--- config.mk ---
export PLATFORM = sky130hd
export DESIGN_NAME = bank_mem_guard
export DESIGN_NICKNAME = d
export VERILOG_FILES = /design/src/rtl/bank_mem_pkg.sv /design/src/rtl/bank_decoder.sv /design/src/rtl/bank_gate.sv /design/src/rtl/bank_outstage.sv /design/src/rtl/bank_mem_guard.sv
export SDC_FILE = /design/constraint.sdc
export NUM_CORES = 1
export LEC_CHECK = 0
export CAP_MARGIN = 20
export CORE_MARGIN = 5
export CORE_UTILIZATION = 60
export CTS_CLUSTER_DIAMETER = 60
export DETAILED_ROUTE_END_ITERATION = 6
export DONT_BUFFER_PORTS = 1
export GPL_TIMING_DRIVEN = 0
export PLACE_DENSITY = 0.84
export SLEW_MARGIN = 30
export SYNTH_ARGS = -nofsm -noshare
export SYNTH_HDL_FRONTEND = slang
export SYNTH_SLANG_ARGS = --single-unit
--- constraint.sdc ---
create_clock -name clk -period 0.8 [get_ports clk]
set_input_delay 0.16 -clock clk [delete_from_list [all_inputs] [get_ports clk]]
set_output_delay 0.16 -clock clk [all_outputs]
set_load 0.02 [all_outputs]
--- src/rtl/bank_mem_pkg.sv ---
`timescale 1ns/1ps
package bank_mem_pkg;
   typedef struct packed {
      logic ce;
      logic we;
      logic oe;
      logic xen;
      logic xdir;
   } bank_ctl_t;
   localparam int CTL_W = $bits(bank_ctl_t);
endpackage

--- src/rtl/bank_decoder.sv ---
`timescale 1ns/1ps
module bank_decoder #(
   parameter int SEL_W = 4,
   localparam int NUM_BANK = 1 << SEL_W
) (
   input  logic [SEL_W-1:0]    sel,
   input  logic                strobe,
   output logic [NUM_BANK-1:0] onehot
);
   for (genvar b = 0; b < NUM_BANK; b++) begin : g_line
      assign onehot[b] = strobe && (sel == SEL_W'(b));
   end
endmodule

--- src/rtl/bank_gate.sv ---
`timescale 1ns/1ps
module bank_gate #(
   parameter int NUM_BANK = 16
) (
   input  logic [NUM_BANK-1:0] onehot,
   input  logic [NUM_BANK-1:0] bank_on,
   input  logic [NUM_BANK-1:0] bank_wr_ok,
   input  logic                wr_cyc,
   input  logic                dbin,
   input  logic                pwr_fail,
   output bank_mem_pkg::bank_ctl_t ctl
);
   logic [NUM_BANK-1:0] sel_hit;
   logic [NUM_BANK-1:0] wr_hit;
   logic                any_sel;
   logic                any_wr;

   for (genvar b = 0; b < NUM_BANK; b++) begin : g_bank
      assign sel_hit[b] = onehot[b] & bank_on[b];
      assign wr_hit[b]  = sel_hit[b] & bank_wr_ok[b];
   end

   assign any_sel = |sel_hit;
   assign any_wr  = |wr_hit;

   always_comb begin
      ctl.xen  = any_sel;
      ctl.ce   = any_sel & ~pwr_fail;
      ctl.we   = any_wr & wr_cyc & ~dbin & ~pwr_fail;
      ctl.oe   = dbin;
      ctl.xdir = dbin;
   end
endmodule

--- src/rtl/bank_outstage.sv ---
`timescale 1ns/1ps
module bank_outstage #(
   parameter int W       = 8,
   parameter bit OUT_REG = 1'b1
) (
   input  logic         clk,
   input  logic         rst_n,
   input  logic [W-1:0] d,
   output logic [W-1:0] q
);
   if (OUT_REG) begin : g_reg
      always_ff @(posedge clk or negedge rst_n) begin
         if (!rst_n) q <= '0;
         else        q <= d;
      end
   end else begin : g_wire
      logic unused_clk;
      assign unused_clk = clk;
      assign q = rst_n ? d : '0;
   end
endmodule

--- src/rtl/bank_mem_guard.sv ---
`timescale 1ns/1ps
module bank_mem_guard #(
   parameter int SEL_W   = 4,
   parameter bit OUT_REG = 1'b1,
   localparam int NUM_BANK = 1 << SEL_W
) (
   input  logic                clk,
   input  logic                rst_n,
   input  logic [SEL_W-1:0]    addr_hi,
   input  logic                mem_en,
   input  logic                dbin,
   input  logic                wr_cyc,
   input  logic [NUM_BANK-1:0] bank_on,
   input  logic [NUM_BANK-1:0] bank_wr_ok,
   input  logic                pwr_fail,
   output logic                ram_ce,
   output logic                ram_we,
   output logic                ram_oe,
   output logic                xcvr_en,
   output logic                xcvr_to_cpu,
   output logic [NUM_BANK-1:0] bank_act
);
   import bank_mem_pkg::*;
   localparam int PIPE_W = NUM_BANK + CTL_W;

   if (SEL_W < 1 || SEL_W > 8) begin : g_bad_sel
      $error("bank_mem_guard: SEL_W must be 1..8");
   end

   logic [NUM_BANK-1:0] onehot;
   bank_ctl_t           ctl_d;
   bank_ctl_t           ctl_q;
   logic [PIPE_W-1:0]   pipe_q;

   bank_decoder #(.SEL_W(SEL_W)) u_dec (
      .sel    (addr_hi),
      .strobe (mem_en),
      .onehot (onehot)
   );

   bank_gate #(.NUM_BANK(NUM_BANK)) u_gate (
      .onehot     (onehot),
      .bank_on    (bank_on),
      .bank_wr_ok (bank_wr_ok),
      .wr_cyc     (wr_cyc),
      .dbin       (dbin),
      .pwr_fail   (pwr_fail),
      .ctl        (ctl_d)
   );

   bank_outstage #(.W(PIPE_W), .OUT_REG(OUT_REG)) u_out (
      .clk   (clk),
      .rst_n (rst_n),
      .d     ({onehot, ctl_d}),
      .q     (pipe_q)
   );

   assign ctl_q       = pipe_q[CTL_W-1:0];
   assign bank_act    = pipe_q[PIPE_W-1:CTL_W];
   assign ram_ce      = ctl_q.ce;
   assign ram_we      = ctl_q.we;
   assign ram_oe      = ctl_q.oe;
   assign xcvr_en     = ctl_q.xen;
   assign xcvr_to_cpu = ctl_q.xdir;
endmodule

# Word-level counts from Yosys, hierarchy flattened
# Cells that the tools add are included.
op_classes:
  addsub: 0
  multipliers: 0
  div: 0
  magnitude_cmp: 0
  n_eq_ne: 15
  shifts: 0
  muxes: 0
  bitwise: 38
  reduce_logical: 19
ops:
  columns: ["cell", "n"]
  rows:
  - ["1-bit bitwise AND", 36]
  - ["4-bit equality test, second input constant", 8]
  - ["16-bit OR reduction", 2]
  - ["4-bit by 3-bit equality test with 1-bit output, second input constant", 4]
  - ["1-bit logical AND", 16]
  - ["4-bit by 2-bit equality test with 1-bit output, second input constant", 2]
  - ["4-bit by 1-bit equality test with 1-bit output, second input constant", 1]
  - ["4-bit zero test", 1]
  - ["1-bit inverter", 2]
totals:
  regBits: 21
  latchBits: 0
  ramBits: 0
  romBits: 0
  in_bits: 42
  out_inout_bits: 21
  wordCells: 73
  memories: 0

# Depth between registers and ports, before layout
logic_depth:
  ltp_word: 8
  depth_mapped: 7
  ltp_nobuf: 5

# Cells and area by module
# Synthesis repeated with hierarchy kept, for this count alone.
unflattened:
  cells_unflattened: 80
  hier_area_um2: 889.6
by_module_without_submodules:
  columns: ["module", "n_inst", "cells_per_inst", "area_per_inst_um2", "seq_area_each_um2"]
  rows:
  - ["bank_outstage", 1, 21, 525.5, 525.5]
  - ["bank_gate", 1, 36, 246.5, 0.0]
  - ["bank_decoder", 1, 23, 117.6, 0.0]

# Worst setup path after synthesis
# OpenSTA, ideal clock, no wires.
synth_timing:
  path_kind: "in2reg"
  startpoint: "input mem_en"
  endpoint: "register u_out.q[4]"
  setup_time_ns: 0.128
  arrival_time_ns: 1.007
  required_time_ns: 0.672
  path_slack_ns: -0.335
  stages: 6
  n_path_buf: 1
  path_cell_list: "buf_6 > nor4b_2 > nand2_1 > a21oi_2 > a2111oi_4 > a21oi_2"
synth_lines:
  columns: ["element", "line_no", "source"]
  rows:
  - ["start: declaration", "bank_mem_guard.sv:10", "input logic mem_en,"]
  - ["end signal: assignment", "bank_outstage.sv:13", "if (!rst_n) q <= '0;"]
  - ["end signal: assignment", "bank_outstage.sv:14", "else q <= d;"]
  - ["end: declaration", "bank_outstage.sv:9", "output logic [W-1:0] q"]

==> metrics.cfg <==
[cts]
cts_tree=built
cts_max_path_buffers=2
cts.sinks=20
clk_pin_slew_ns=0.10
cts_inserted_buffers=3
htreeDepth=1
clockRootBuffer=clkbuf_4

[cells_and_area]
final_area_mm2=0.00145
reg_top3=u_out.q (20)
regArea_um2=518
multiInputGateArea_um2=561
diodes=0
largest_register_ffs=20
fin_nets=171
drive_gt1_share_pct=41.4
num-fill-cells=96
largest_register=u_out.q
area_growth_pct=31.5

[sta]
finalHoldViolations=1
slew_headroom_pct=72.8
setup_ws_ns=-0.284
rsz0062_at_grt=true
whs_ns=-0.0103
min_period_ns=1.08
setup_violations=24
worst_pin_slew_ns=0.408
finalCritPeriodShare_pct=135
slew_viol_final=0
fmax_mhz=923

[synth]
yosysTopAreaCellShare_pct=45.3
syn_inst=107
avgSynthCellArea_um2=10.3
yosysUniqueCellTypes=34
yosysSeqAreaShare_pct=45.3
synth_fp_nets=149
yosys.area.top_type=dfrtp_1
synth.area.top_cells=dfrtp_1, nor2_1, buf_6
yosys_warnings=0
synthesis.area_mm2=0.00110
ys_ff_latch=20

[run_status]
violations=hold timing, setup timing
status=finished with violations

[job]
maxCapViolCount=0

[global_route]
antenna_found_initial=0
grt_max_degree=21
grt_pass1_vias=991
grt_first_pass_wirelength_mm=4.62
grt_overflow_total=0
track_usage_pct=23.1

[pwr]
power_density_mw_per_mm2=1410
total_power_mw=2.05
ir_drop_mv=1.03
power.leakage_nw=0.632

[route]
drtAntennaViolNets=0
wire_per_inst_um=21.0
via_count=968
dr.pass1.iters=5
first_iter_violations=23
viasPerCell=6.33
drt-total-wl_mm=3.21
drc=0

[setup_path]
cp_top_family=flip-flops
worstPathCellList=buf_6
path_buf_inv=1
critPathRequiredTime_ns=0.64
arrival_ns=0.92
slowest_delay_ns=0.47
path_max_fanout=2
startpoint_type=register
crit_slowest_cell=dfrtp_2
criticalPathCategory=reg -> out
cp-end-kind=output port

[placed_design]
dp_hpwl_mm=2.02
globalplace.congestion=0.879
place_area_mm2=0.00115
portBuffers=0

[floorplanning]
start_util_pct=63.3
row_count=15
die_w_um=52.9
core-area_mm2=0.00175
io_pins=63
die_y_um=52.9
dieArea_mm2=0.00280

[hold_path]
hp-class=in -> reg

-- metrics by stage --
step                setup WS [ns]  setup TNS, ns  instances  utilization [%]
floorplan                  -0.320         -0.960        107                -
global route               -0.305          -3.46        153             83.2
global placement           -0.442          -1.44        132             65.9
detailed placement         -0.425          -1.41        132             65.9
CTS                        -0.282          -6.14        152             81.7
finish                     -0.284          -2.98        153             83.2
-- synthesized netlist by cell type --
cell / number
dfrtp_1: 20
nor2_1: 15
nand2_1: 10
nand3_1: 6
nand3b_1: 5
a31oi_1: 4
buf_6: 4
nor3_1: 4
buf_4: 3
mux2i_1: 3
a21oi_1: 2
a21oi_2: 2
a32oi_1: 2
inv_1: 2
nand2b_1: 2
nand3b_4: 2
nand4_1: 2
o21ai_0: 2
o221ai_1: 2
a2111oi_4: 1
a21o_1: 1
and3_1: 1
clkbuf_4: 1
nand4b_1: 1
nor3_4: 1
nor3b_1: 1
nor3b_2: 1
nor4b_2: 1
o2111ai_1: 1
o211a_1: 1
o211ai_1: 1
o21ai_1: 1
o22ai_1: 1
or3b_1: 1
-- timing repair --
item                                   4_1_cts  5_1_grt
setup buffers                               10        0
hold buffers                                 4        1
setup endpoints to repair                   24       24
cloned                                       2        0
endpoints found under the hold margin       24       20
pin swaps                                    9        5
resized for setup                           22       11
-- worst paths after layout --
path                                      start               endpoint  slack (ns)  cells past startpoint
max in group asynchronous                 rst_n  u_out.q[12]$_DFF_PN0_        0.16                      2
setup / recovery           u_out.q[2]$_DFF_PN0_            xcvr_to_cpu       -0.28                      1
min in group asynchronous                 rst_n   u_out.q[4]$_DFF_PN0_        0.33                      2
hold / removal                       bank_on[4]   u_out.q[1]$_DFF_PN0_       -0.01                      2
-- power breakdown --
group	switching, mW	total [mW]	internal [mW]
Clock	0.296	0.575	0.278
Combinational	0.179	0.387	0.208
Sequential	0.0443	1.08	1.04
-- routing by layer --
layer  GRT usage [%]  up-vias  wire length, um
met4            10.2        0               75
li1                -      432                -
met5               0        -                0
met3            7.04        9              398
met2            41.1       76             1640
met1            25.0      451             1100
-- cell families after synthesis --
kind of cell           Yosys count  share of synthesized area (%)
AO/OA/AOI/OAI                   21                           15.4
buffers and inverters           10                           7.47
flip-flops                      20                           45.3
multiplexers                     3                           2.72
AND/OR/NAND/NOR                 53                           29.1
-- cell type report --
cell class / count / area share [%]
multi-input combinational: 77 / 38.6
sequential: 20 / 35.7
timing repair buffer: 17 / 12.3
buffer: 8 / 8.27
clock buffer: 4 / 2.50
tap: 25 / 2.15
inverter: 2 / 0.517
-- cells in the final DEF (no fill, tap or decap), types with 2 or more instances in the layout --
cell            n
nor2_1         14
dfrtp_2        14
buf_4          10
nand2_1         8
nand3_1         6
dfrtp_1         6
nand3b_1        5
nor3_1          4
a31oi_1         4
dlygate4sd3_1   4
buf_12          3
buf_6           3
mux2i_1         3
a21oi_2         3
clkbuf_4        3
buf_8           2
nand3b_4        2
nand2b_1        2
nand2_2         2
nand4_1         2
o221ai_1        2
inv_1           2
o21ai_0         2
buf_16          2
Note: power is estimated with default switching activity, not from simulation.
